==> src/rtl/cosirq_pkg.sv <==
`timescale 1ns/1ps
package cosirq_pkg;
  localparam int CH_W    = 8;
  localparam int DATA_W  = 16;
  localparam int ADDR_W  = 4;
  localparam int NUM_SRC = 4;

  localparam logic [ADDR_W-1:0] ADDR_MASK = 4'h6;
  localparam logic [ADDR_W-1:0] ADDR_CTRL = 4'h8;

  // Source index order used by every vector below
  localparam int SRC_COS = 0;
  localparam int SRC_CH0 = 1;
  localparam int SRC_CH1 = 2;
  localparam int SRC_WDT = 3;

  // Bit positions inside the control / status word, indexed by source
  localparam int CLR_POS [NUM_SRC] = '{0, 1, 2, 7};
  localparam int EN_POS  [NUM_SRC] = '{8, 9, 10, 15};
  localparam int ST_POS  [NUM_SRC] = '{0, 1, 2, 4};

  typedef struct packed {
    logic [NUM_SRC-1:0] clr;    // one-cycle clear strobes
    logic [NUM_SRC-1:0] en;     // registered source enables
    logic               legal;  // exactly one mode enabled
    logic [CH_W-1:0]    mask;   // change-of-state channel selection
  } ctlBus_t;
endpackage

==> src/rtl/cosirq_ctrl.sv <==
`timescale 1ns/1ps
module cosirq_ctrl
  import cosirq_pkg::*;
(
  input  logic              clk,
  input  logic              rstN,
  input  logic              wrEn,
  input  logic [ADDR_W-1:0] addr,
  input  logic [DATA_W-1:0] wrData,
  input  logic [NUM_SRC-1:0] pend,
  input  logic [CH_W-1:0]   snap,
  output logic [DATA_W-1:0] rdData,
  output ctlBus_t           ctl
);
  logic [CH_W-1:0]    maskQ;
  logic [NUM_SRC-1:0] enQ;
  logic               ctlWrite;
  logic               ctrlUnused;

  assign ctlWrite   = wrEn && (addr == ADDR_CTRL);
  assign ctrlUnused = ^wrData[14:11];

  always_ff @(posedge clk or negedge rstN) begin
    if (!rstN) begin
      maskQ <= '0;
      enQ   <= '0;
    end else if (wrEn) begin
      if (addr == ADDR_MASK) maskQ <= wrData[CH_W-1:0];
      if (addr == ADDR_CTRL) begin
        for (int i = 0; i < NUM_SRC; i++) enQ[i] <= wrData[EN_POS[i]];
      end
    end
  end

  always_comb begin
    ctl.clr = '0;
    for (int i = 0; i < NUM_SRC; i++) ctl.clr[i] = ctlWrite & wrData[CLR_POS[i]];
    ctl.en    = enQ;
    ctl.mask  = maskQ;
    ctl.legal = ($countones({enQ[SRC_COS], enQ[SRC_CH0] | enQ[SRC_CH1], enQ[SRC_WDT]}) == 1);
  end

  always_comb begin
    rdData = '0;
    if (addr == ADDR_MASK) begin
      rdData[CH_W-1:0] = snap;
    end else if (addr == ADDR_CTRL) begin
      for (int i = 0; i < NUM_SRC; i++) begin
        rdData[ST_POS[i]] = pend[i];
        rdData[EN_POS[i]] = enQ[i];
      end
    end
  end
endmodule

==> src/rtl/cosirq_datapath.sv <==
`timescale 1ns/1ps
module cosirq_datapath
  import cosirq_pkg::*;
(
  input  logic               clk,
  input  logic               rstN,
  input  logic [CH_W-1:0]    din,
  input  logic               wdtPulse,
  input  ctlBus_t            ctl,
  output logic [NUM_SRC-1:0] pend,
  output logic [CH_W-1:0]    snap,
  output logic               irq
);
  logic [CH_W-1:0]    prevQ;
  logic [CH_W-1:0]    change;
  logic [CH_W-1:0]    rise;
  logic [NUM_SRC-1:0] evt;
  logic [NUM_SRC-1:0] pendQ;
  logic [CH_W-1:0]    snapQ;

  always_ff @(posedge clk or negedge rstN) begin
    if (!rstN) prevQ <= '0;
    else       prevQ <= din;
  end

  always_comb begin
    change       = din ^ prevQ;
    rise         = din & ~prevQ;
    evt[SRC_COS] = ctl.en[SRC_COS] & (|(change & ctl.mask));
    evt[SRC_CH0] = ctl.en[SRC_CH0] & rise[0];
    evt[SRC_CH1] = ctl.en[SRC_CH1] & rise[1];
    evt[SRC_WDT] = ctl.en[SRC_WDT] & wdtPulse;
  end

  // one sticky flag per source; a new event outranks its clear
  for (genvar s = 0; s < NUM_SRC; s++) begin : g_flag
    always_ff @(posedge clk or negedge rstN) begin
      if (!rstN) pendQ[s] <= 1'b0;
      else       pendQ[s] <= evt[s] | (pendQ[s] & ~ctl.clr[s]);
    end
  end

  always_ff @(posedge clk or negedge rstN) begin
    if (!rstN)                 snapQ <= '0;
    else if (evt[SRC_COS])     snapQ <= din;
    else if (ctl.clr[SRC_COS]) snapQ <= '0;
  end

  assign pend = pendQ;
  assign snap = snapQ;
  assign irq  = ctl.legal & (|(pendQ & ctl.en));
endmodule

==> src/rtl/cosirq_top.sv <==
`timescale 1ns/1ps
module cosirq_top
  import cosirq_pkg::*;
(
  input  logic              clk,
  input  logic              rstN,
  input  logic              regWrEn,
  input  logic [ADDR_W-1:0] regAddr,
  input  logic [DATA_W-1:0] regWrData,
  output logic [DATA_W-1:0] regRdData,
  input  logic [CH_W-1:0]   dinBus,
  input  logic              wdtOverflow,
  output logic              irqOut
);
  ctlBus_t            ctlBus;
  logic [NUM_SRC-1:0] pendFlags;
  logic [CH_W-1:0]    snapWord;

  cosirq_ctrl u_ctrl (
    .clk    (clk),
    .rstN   (rstN),
    .wrEn   (regWrEn),
    .addr   (regAddr),
    .wrData (regWrData),
    .pend   (pendFlags),
    .snap   (snapWord),
    .rdData (regRdData),
    .ctl    (ctlBus)
  );

  cosirq_datapath u_dp (
    .clk      (clk),
    .rstN     (rstN),
    .din      (dinBus),
    .wdtPulse (wdtOverflow),
    .ctl      (ctlBus),
    .pend     (pendFlags),
    .snap     (snapWord),
    .irq      (irqOut)
  );
endmodule

==> config.mk <==
export PLATFORM = sky130hd
export DESIGN_NAME = cosirq_top
export DESIGN_NICKNAME = d
export VERILOG_FILES = /design/src/rtl/cosirq_pkg.sv /design/src/rtl/cosirq_ctrl.sv /design/src/rtl/cosirq_datapath.sv /design/src/rtl/cosirq_top.sv
export SDC_FILE = /design/constraint.sdc
export NUM_CORES = 1
export LEC_CHECK = 0
export BUFFER_PORTS_ARGS = -buffer_cell sky130_fd_sc_hd__buf_2
export CORE_ASPECT_RATIO = 1.1
export CORE_MARGIN = 2
export CORE_UTILIZATION = 36
export CTS_CLUSTER_DIAMETER = 60
export DETAILED_ROUTE_END_ITERATION = 8
export GPL_ROUTABILITY_DRIVEN = 0
export MAX_ROUTING_LAYER = met4
export SYNTH_ARGS = -nofsm -noshare
export SYNTH_HDL_FRONTEND = slang
export SYNTH_SLANG_ARGS = --single-unit
==> constraint.sdc <==
create_clock -name clk -period 4.4 [get_ports clk]
set_input_delay 1.1 -clock clk [delete_from_list [all_inputs] [get_ports clk]]
set_output_delay 1.1 -clock clk [all_outputs]
set_load 0.02 [all_outputs]
-- Word-level counts from Yosys, hierarchy flattened
Cells that the tools add are included.
W data, S select, Z words.
- add/sub/neg operators: 2
- eq/ne operators: 3
- muxes and demuxes: 12
- bitwise gates (word level): 27
- reduce and logical (&&, ||, !) cells: 6
- operators with widths (kind ; count):
    $add A32 B1 Y32 ; 1
    $eq A32 B2 Y1 const B ; 1
    $mux W8 ; 2
    $mux W3 ; 5
    $and A1 B1 Y1 ; 13
    $and A8 B8 Y8 ; 1
    $reduce_or A8 Y1 ; 1
    $xor A8 B8 Y8 ; 1
    $mux W1 ; 5
    $or A1 B1 Y1 ; 5
    $and A4 B4 Y4 ; 1
    $eq A4 B3 Y1 const B ; 1
    $eq A4 B4 Y1 const B ; 1
    $not A1 Y1 ; 4
    $reduce_and A2 Y1 ; 2
    $reduce_or A4 Y1 ; 1
    $add A1 B1 Y2 ; 1
    $and A2 B2 Y2 ; 1
    $not A2 Y2 ; 1
    $reduce_bool A2 Y1 ; 1
    $logic_and A1 B1 Y1 ; 1
- bits in registers: 32
- input bits: 32
- output and inout port bits: 17

-- Depth between registers and ports, before layout
Gate-level depths: netlist (run 1).
- word-level depth: 6
- gate-level depth with buffers: 7

-- Modules after synthesis
From an unflattened synthesis (run 1), not the netlist that was laid out.
- cell total of the unflattened synthesis: 123
- area total of the unflattened synthesis: 1536.5 um^2
- by module, submodules not included (module ; instances ; cells an instance ; area each (um^2) ; seq. area each (um^2)):
    cosirq_datapath ; 1 ; 67 ; 849.6 ; 500.5
    cosirq_ctrl ; 1 ; 56 ; 686.9 ; 300.3

-- Worst setup path before layout (run 1)
OpenSTA, ideal clock, no wires.
- path kind: reg2out
- start: register u_ctrl.enQ[1]
- end: output port irqOut
- arrival: 2084 ps
- path slack: 1216 ps
- cell stages (with the launch flop): 6
- buffers on the path: 0
- cell sequence: dfrtp_1 or2_2 ha_1 ha_1 ha_1 nor4b_1
- word-level cells in the longest chain between the ends: 5
- ends and longest elaborated chain (element ; line ; source):
    start, declared ; cosirq_ctrl.sv:16 ; logic [NUM_SRC-1:0] enQ;
    start signal, assigned ; cosirq_ctrl.sv:26 ; enQ <= '0;
    $or A1 B1 Y1 ; cosirq_ctrl.sv:40 ; ctl.legal = ($countones({enQ[SRC_COS], enQ[SRC_CH0] | enQ[SRC_CH1], enQ[SRC_WDT]}) == 1);
    $add A1 B1 Y2 (not written as such) ; cosirq_ctrl.sv:40 ;
    $add A32 B1 Y32 (not written as such) ; cosirq_ctrl.sv:40 ;
    $eq A32 B2 Y1 ; cosirq_ctrl.sv:40 ;
    $and A1 B1 Y1 (*) ; cosirq_datapath.sv:51 ; assign irq = ctl.legal & (|(pendQ & ctl.en));
    end, declared ; cosirq_top.sv:13 ; output logic irqOut
Mark *: on every way between the ends. The rest lies on a longest branch, timed or not.

-- Worst setup path after layout (run 1)
Ends and elaborated chain as after synthesis.

==> metrics, run 1 <==
H-tree depth 2; antenna violations before repair 0; Via-to-Cell Ratio 4.79; CTS Buf Count 5; first-pass GRT wire length 5290 um; Post-DRT Antenna Nets 0; PwrDens 482 nW/um2; Total Routing Usage GR 0.153; highest-count cells in the layout ignoring fill and taps 40 x buf_2, 32 x dfrtp_1, 13 x inv_1; Seq cells post-synth 32; slew at the pin closest to its max-slew limit 1.28 ns; Synth Cell Area 1530 um2; Clock Tree Root clkbuf_8; Yosys cell types 26; Worst Path Required 3.30 ns; setup_tns 0 ns; Tcrit/Tclk final 0.747; standard-cell rows 24; Worst Hold Class flop to flop; register area share after synthesis 0.522; final WL 3140 um; crit end category output pin; Final Hold Viols 0; post-cts sizing count 0; Slew HR 0.145; First DRT Iteration DRCs 45; Clock Latency Late Sink 0.28 ns; layout cells sized above 1 0.388; Residual DRC 0; dpl hpwl 2380 um; CTS tree built; Hold Buf Count CTS 0; Setup WS post-layout 1.11 ns; wire length per cell 14.2 um; maximum VDD drop 0.236 mV; die area 4800 um2; gr ovfl total 0; synthesized instance count 126; setup violators final 0; Final Critical Period 3.29 ns; commonest non-fill, non-tap cell in the layout buf_2; Clock Sinks 32; Avg Inst Size Synth 12.2 um2; post-CTS setup buffers 0; YS warnings 0; Max Cap Violations 0; area grow syn2layout 23.2%; critical path peak fanout 5; Worst Setup SP u_ctrl.enQ[1]; Final Max Slew Viols 0; Setup CP Type flop to output pin; maximum root-to-sink buffer count 2; Starting Density 0.381; r2r setup slk 2.29 ns; largest net degree at the start of global routing 33; RSZ-0062 raised after global routing no; Leakage 0.983 nW; dpl ws 1.25 ns; status finished, final reports clean; total I/O pin count 49; Layout Skew 0.00535 ns; vias in the first global route 1109; worst path arrival time 2.19 ns; area of the core 4020 um2; NumNets Final 207; vias 1063; Crit Reg-Reg Startpoint u_dp.prevQ[3]; Reg-to-Reg End u_dp.snap[3]; R2R cell count 4; IO buf count 40; DIE WIDTH 66.2 um; n_diodes 0; Critical Path Source Type flop; worst hold slack 0.515 ns; total power 0.000911 W; Clk pin slew, worst setup/hold paths 0.07 ns; Detailed Routing Iterations Pass 1 4; fmax 304 MHz; Die Ht 72.4 um; crit path to irqOut
## metal layers
| layer | track usage | vias up | routed length, um |
|---|---|---|---|
| met3 | 0.0527 | 3 | 201 |
| met4 | 0.0476 | 0 | 16 |
| met2 | 0.241 | 40 | 1580 |
| met1 | 0.184 | 514 | 1350 |
| met5 | - | - | 0 |
| li1 | - | 506 | - |
## synth_stat cells
cell	n	area, um2
inv_1	13	48.8
a221oi_1	1	8.76
conb_1	1	3.75
nor4b_1	1	8.76
fa_1	1	20.0
a21o_2	1	8.76
nand3_1	4	20.0
nand2_1	9	33.8
clkbuf_1	1	3.75
dfrtp_1	32	801
buf_4	4	30.0
a22o_1	8	70.1
a22oi_1	1	7.51
xor2_1	6	52.6
nand2_2	1	6.26
or2_2	1	6.26
nor4b_2	1	15.0
mux2_2	12	135
buf_2	2	10.0
mux2i_1	8	80.1
ha_1	5	62.6
and2_1	8	50.1
a31oi_1	1	6.26
buf_6	1	11.3
and4bb_2	1	12.5
a222oi_1	2	20.0
## area by class of cell
type	instances	area [um2]
inverter	13	48.8
fill	392	2140
sequential	32	801
multi-input combinational	76	639
timing repair buffer	41	208
clock inverter	1	30.0
tap	52	65.1
clock buffer	7	96.3
## critical path, stage by stage, from the launching register on
cell	delay, ns
dfrtp_1	0.42
or2_2	0.33
ha_1	0.28
ha_1	0.18
ha_1	0.18
nor4b_1	0.29
buf_2	0.22
## through the flow
stage / area, um2 / std cells / util
final: 1890 / 222 / 0.469
after global routing: 1890 / 222 / 0.469
after CTS: 1890 / 222 / 0.469
after detailed placement: 1760 / 214 / 0.438
after global placement: 1760 / 214 / 0.438
after floorplan: 1540 / 129 / -
## cell families (layout without fill, tap and decap cells)
group	Yosys count	count (layout)	synth area share
DFF	32	32	0.522
other	1	4	0.00245
and+or+nand+nor	26	26	0.0996
muxes	20	20	0.140
adders and majority gates	6	6	0.0539
buffers and inverters	21	62	0.0678
xor gates and xnor gates	6	6	0.0343
AOI/OAI and AO/OA	14	14	0.0792
## flip-flops by register name, summed over array words and instances, names as in the netlist
signal and flops:
u_dp.prevQ 8, u_ctrl.maskQ 8, u_ctrl.enQ 4, u_dp.snap 8, u_dp.pend 4
## worst min-delay path by stage
stage / startpoint / slack, ns / to / cells after the start
5_1_grt: u_ctrl.maskQ[4] / 0.54 / u_ctrl.maskQ[4] / 1
3_5_place_dp: u_ctrl.maskQ[1] / 0.50 / u_ctrl.maskQ[1] / 1
4_1_cts: u_ctrl.maskQ[1] / 0.52 / u_ctrl.maskQ[1] / 1
3_3_place_gp: u_ctrl.maskQ[0] / 0.49 / u_ctrl.maskQ[0] / 1
6_report: u_ctrl.maskQ[7] / 0.52 / u_ctrl.maskQ[7] / 1
2_1_floorplan: u_ctrl.maskQ[1] / 0.48 / u_ctrl.maskQ[1] / 1
## where the power goes
part           internal (W)  switching (W)
combinational     0.0000960      0.0000935
clock              0.000200       0.000106
sequential         0.000367      0.0000486
Power figures use the tool's default switching activity.
==> inputs of run 2 (changes only) <==
==> constraint.sdc (replaced) <==
create_clock -name clk -period 3.24 [get_ports clk]
set_input_delay 0.81 -clock clk [delete_from_list [all_inputs] [get_ports clk]]
set_output_delay 0.81 -clock clk [all_outputs]
set_load 0.02 [all_outputs]
==> run 2 against run 1 <==
Compared with the run above:
- worst hold slack got worse by 0.0067 ns
- critical path depth unchanged
- final area fell by 1.9%
- first-iteration DRC count down 13%
- non-clock buffer count unchanged
- largest power group unchanged
==> metrics, run 2 (synthesized netlist as in run 1, its figures left out) <==
Slew HR 0.164 (+0.0198); critical path peak fanout 5 (unchanged); Critical Path Source Type flop; Max Cap Violations 0 (unchanged); r2r setup slk 1.17 ns (-1.12 ns); Worst Hold Class flop to flop; vias 1068 (+0.47%); dpl hpwl 2350 um (-1.3%); RSZ-0062 raised after global routing no; Final Critical Period 2.96 ns; max incr delay on CP 0.42 ns (about the same); Total Routing Usage GR 0.144 (-0.00856); R2R cell count 6 (+2); gr ovfl total 0 (unchanged); antenna violations before repair 0 (unchanged); setup violators final 0 (unchanged); PwrDens 611 nW/um2 (+27%); maximum root-to-sink buffer count 2 (unchanged); final WL 3060 um (-2.7%); DIE WIDTH 66.2 um (unchanged); Final Max Slew Viols 0 (unchanged); standard-cell rows 24 (unchanged); NumNets Final 207 (unchanged); First DRT Iteration DRCs 39 (-13%); worst-path cell chain or2_2 -> ha_1 -> ha_1 -> ha_1 -> nor4b_1 -> buf_2; Residual DRC 0 (unchanged); post-cts sizing count 0 (unchanged); dpl ws 0.545 ns (-0.710 ns); Hold Buf Count CTS 0 (unchanged); first-pass GRT wire length 4950 um (-6.4%); largest net degree at the start of global routing 33 (unchanged); Clock Latency Late Sink 0.28 ns (about the same); Critical-path top delay cell dfrtp_1; hold path endpoint u_ctrl.maskQ[1]; total power 0.00113 W (+24%); Tcrit/Tclk final 0.914; CTS Buf Count 5 (unchanged); Setup WS post-layout 0.279 ns (-0.835 ns); layout cells sized above 1 0.376 (-0.0118); Via-to-Cell Ratio 4.81 (+0.47%); Detailed Routing Iterations Pass 1 4 (unchanged); worst path arrival time 2.15 ns (-0.04 ns); Leakage 0.964 nW (-1.9%); Post-DRT Antenna Nets 0 (unchanged); IO buf count 40 (unchanged); Setup CP Type flop to output pin; Clock Tree Root clkbuf_8; H-tree depth 2 (unchanged); Worst Path Required 2.43 ns (-0.87 ns); area of the core 4020 um2 (unchanged); die area 4800 um2 (unchanged); Clock Sinks 32 (unchanged); Reg-to-Reg End u_dp.snap[6]; area grow syn2layout 20.8%; Die Ht 72.4 um (unchanged); most used cell, CP ha_1; vias in the first global route 1094 (-1.4%); wire length per cell 13.8 um (-2.7%); post-CTS setup buffers 0 (unchanged); n_diodes 0 (unchanged); crit end category output pin; highest-count cells in the layout ignoring fill and taps 40 x buf_2, 32 x dfrtp_1, 13 x inv_1; fmax 338 MHz; commonest non-fill, non-tap cell in the layout buf_2; status finished, final reports clean; worst hold stages 1 (unchanged); Crit Reg-Reg Startpoint u_dp.prevQ[1]; slew at the pin closest to its max-slew limit 1.25 ns (-0.0296 ns); Clk pin slew, worst setup/hold paths 0.07 ns (about the same); Layout Skew 0.00668 ns (+0.00134 ns); setup_tns 0 ns (unchanged); CTS tree built; worst hold slack 0.509 ns (-0.00674 ns); hold path start u_ctrl.maskQ[1]; maximum VDD drop 0.251 mV (+6.4%); Starting Density 0.381 (unchanged); total I/O pin count 49 (unchanged); Final Hold Viols 0 (unchanged); Layout fillers 401 (+2.3%)
-- run 2: cell types whose count changed in the layout (fill, tap and decap cells not counted), sizes merged --
| cell | change |
|---|---|
| bufinv | -1 |
| clkbuf | +1 |
-- run 2: worst max-delay path: cells and delay by family, from the launching register on --
family	cells	cell delay (ns)
adder cells (fa/ha/maj)	3	0.63
buffers and inverters	1	0.21
flip-flops	1	0.42
AND/OR/NAND/NOR	2	0.60
-- run 2: final cells by class --
class	count	area (um2)	share of cell area
Multi-Input combinational cell	76	639	0.345
Inverter	13	48.8	0.0264
Sequential cell	32	801	0.432
Timing Repair Buffer	41	208	0.112
Tap cell	52	65.1	0.0351
Clock buffer	8	90.1	0.0486
-- run 2: worst max path at each step --
stage	startpoint	endpoint	slack (ns)	cells after the start
after floorplan	u_ctrl.enQ[1]	irqOut	0.35	5
after global placement	dinBus[1]	u_dp.snap[3]	0.61	6
final	u_ctrl.enQ[1]	irqOut	0.28	6
after CTS	u_ctrl.enQ[1]	irqOut	0.27	6
after global routing	u_ctrl.enQ[1]	irqOut	0.22	6
after detailed placement	dinBus[1]	u_dp.snap[6]	0.54	6
-- run 2: power breakdown --
group	internal [W]	switching, W
combinational	0.000130	0.000128
sequential	0.000498	0.0000653
clock	0.000173	0.000138
-- run 2: metrics by stage --
stage,util,instance area [um2],cells
6_report,0.460,1850,222
5_1_grt,0.460,1850,222
4_1_cts,0.460,1850,222
3_5_place_dp,0.438,1760,214
3_3_place_gp,0.438,1760,214
2_1_floorplan,-,1540,129
-- run 2: per-layer routing --
layer / part of all wire / GRT usage / routed length (um)
met5: 0 / - / 0
met4: 0.012 / 0.0476 / 36
met3: 0.072 / 0.0512 / 219
met2: 0.49 / 0.239 / 1510
met1: 0.42 / 0.161 / 1290
==> inputs of run 3 (changes only) <==
--- a/config.mk
+++ b/config.mk
@@ -13,6 +13,7 @@
 export DETAILED_ROUTE_END_ITERATION = 8
 export GPL_ROUTABILITY_DRIVEN = 0
 export MAX_ROUTING_LAYER = met4
+export RECOVER_POWER = 100
 export SYNTH_ARGS = -nofsm -noshare
 export SYNTH_HDL_FRONTEND = slang
 export SYNTH_SLANG_ARGS = --single-unit
==> run 3 against run 2 <==
Compared with the run above:
- sequential cell count is the same
- sequential share of layout area grew 0.89 points
- via count shrank 0.94%
- the flow now finishes with violations (capacitance limit, slew limit)
- non-clock buffer count is the same
- worst setup slack lost 0.065 ns
- highest routed layer unchanged
- sequential power is essentially flat
- power shrank 0.49%
- critical path type unchanged
- clock skew grew 0.00055 ns
==> metrics, run 3 (synthesized netlist as in run 1, its figures left out) <==
Worst Hold Class flop to flop; Clock Latency Late Sink 0.28 ns (about the same); maximum VDD drop 0.251 mV (about the same); die area 4800 um2 (unchanged); Layout Skew 0.00724 ns (+0.000553 ns); max incr delay on CP 0.42 ns (about the same); non-filler cells in the finished layout 222 (unchanged); Starting Density 0.381 (unchanged); status finished, violations left; Hold Buf Count CTS 0 (unchanged); critical path peak fanout 5 (unchanged); Layout fillers 409 (+2.0%); n_diodes 0 (unchanged); highest-count cells in the layout ignoring fill and taps 32 x dfrtp_1, 23 x clkbuf_1, 20 x buf_2; Final Hold Viols 0 (unchanged); First DRT Iteration DRCs 34 (-13%); Via-to-Cell Ratio 4.77 (-0.94%); layout cells sized above 1 0.235 (-0.141); gr ovfl total 0 (unchanged); crit end category output pin; Slew HR -0.117 (-0.281); Leakage 0.888 nW (-7.9%); Clock Tree Root clkbuf_8; Final Max Slew Viols 33 (+33); maximum root-to-sink buffer count 2 (unchanged); final WL 3100 um (+1.3%); most used cell, CP ha_1; PwrDens 621 nW/um2 (+1.6%); Detailed Routing Iterations Pass 1 4 (unchanged); setup violators final 0 (unchanged); vias in the first global route 1094 (unchanged); Clock Sinks 32 (unchanged); CTS Buf Count 5 (unchanged); worst path arrival time 2.22 ns (+0.07 ns); Setup WS post-layout 0.214 ns (-0.0650 ns); Max Cap Violations 1 (+1); Critical-path top delay cell dfrtp_1; dpl ws 0.545 ns (unchanged); r2r setup slk 1.17 ns (about the same); first-pass GRT wire length 4950 um (unchanged); post-CTS setup buffers 0 (unchanged); Tcrit/Tclk final 0.934 (+0.0201); Setup CP Type flop to output pin; violated checks capacitance limit, slew limit; Total Routing Usage GR 0.144 (unchanged); Residual DRC 0 (unchanged); Top delay family on crit path adder cells; wire length per cell 13.9 um (+1.3%); dpl hpwl 2350 um (unchanged); Die Ht 72.4 um (unchanged); total I/O pin count 49 (unchanged); placed insts 214 (unchanged); antenna violations before repair 0 (unchanged); fmax 330 MHz (-2.1%); standard-cell rows 24 (unchanged); largest net degree at the start of global routing 33 (unchanged); setup_tns 0 ns (unchanged); H-tree depth 2 (unchanged); Clk pin slew, worst setup/hold paths 0.07 ns (about the same); Final Critical Period 3.03 ns (+0.0650 ns); IO buf count 40 (unchanged); slew at the pin closest to its max-slew limit 1.67 ns (+0.427 ns); CTS tree built; Worst Path Required 2.43 ns (about the same); area grow syn2layout 18.4%; Critical Path Source Type flop; worst-path cell chain or2_2 -> ha_1 -> ha_1 -> ha_1 -> nor4b_1 -> clkbuf_1; NumNets Final 207 (unchanged); crit path buf inv count 1 (unchanged); DIE WIDTH 66.2 um (unchanged); post-cts sizing count 0 (unchanged); vias 1058 (-0.94%); Post-DRT Antenna Nets 0 (unchanged); area of the core 4020 um2 (unchanged); commonest non-fill, non-tap cell in the layout dfrtp_1; RSZ-0062 raised after global routing no
[run 3: power breakdown]
group / internal (W) / total [W] / switching (W)
Combinational: 0.000124 / 0.000252 / 0.000128
Sequential: 0.000498 / 0.000564 / 0.0000659
Clock: 0.000173 / 0.000311 / 0.000138
Total: 0.000795 / 0.00113 / 0.000331
[run 3: final timing paths]
kind	startpoint	to	depth (start not counted)
setup reg to reg	u_dp.prevQ[1]	u_dp.snap[6]	6
hold / removal	u_ctrl.maskQ[7]	u_ctrl.maskQ[7]	1
setup / recovery	u_ctrl.enQ[1]	irqOut	6
min in group asynchronous	rstN	u_ctrl.enQ[0]	1
max in group asynchronous	rstN	u_dp.snap[4]	1
hold reg to reg	u_ctrl.maskQ[7]	u_ctrl.maskQ[7]	1
[run 3: metrics by stage]
stage               utilization  area (um2)  hold WS (ns)  power [W]
floorplan                     -        1540         0.478   0.000747
global placement          0.438        1760         0.486   0.000814
detailed placement        0.438        1760         0.492   0.000835
CTS                       0.460        1850         0.510    0.00115
global route              0.451        1810         0.516    0.00120
finish                    0.451        1810         0.510    0.00113
[run 3: area by class of cell]
type	instances	area, um2	area share
Tap cell	52	65.1	0.0359
Sequential cell	32	801	0.441
Inverter	13	48.8	0.0269
Multi-Input combinational cell	76	631	0.348
Timing Repair Buffer	41	179	0.0986
Clock buffer	8	90.1	0.0497
[run 3: routing by layer]
layer	up-vias	GRT usage	wire (um)
met1	508	0.161	1320
met5	-	-	0
met2	37	0.239	1510
li1	509	-	-
met3	4	0.0512	234
met4	0	0.0476	36
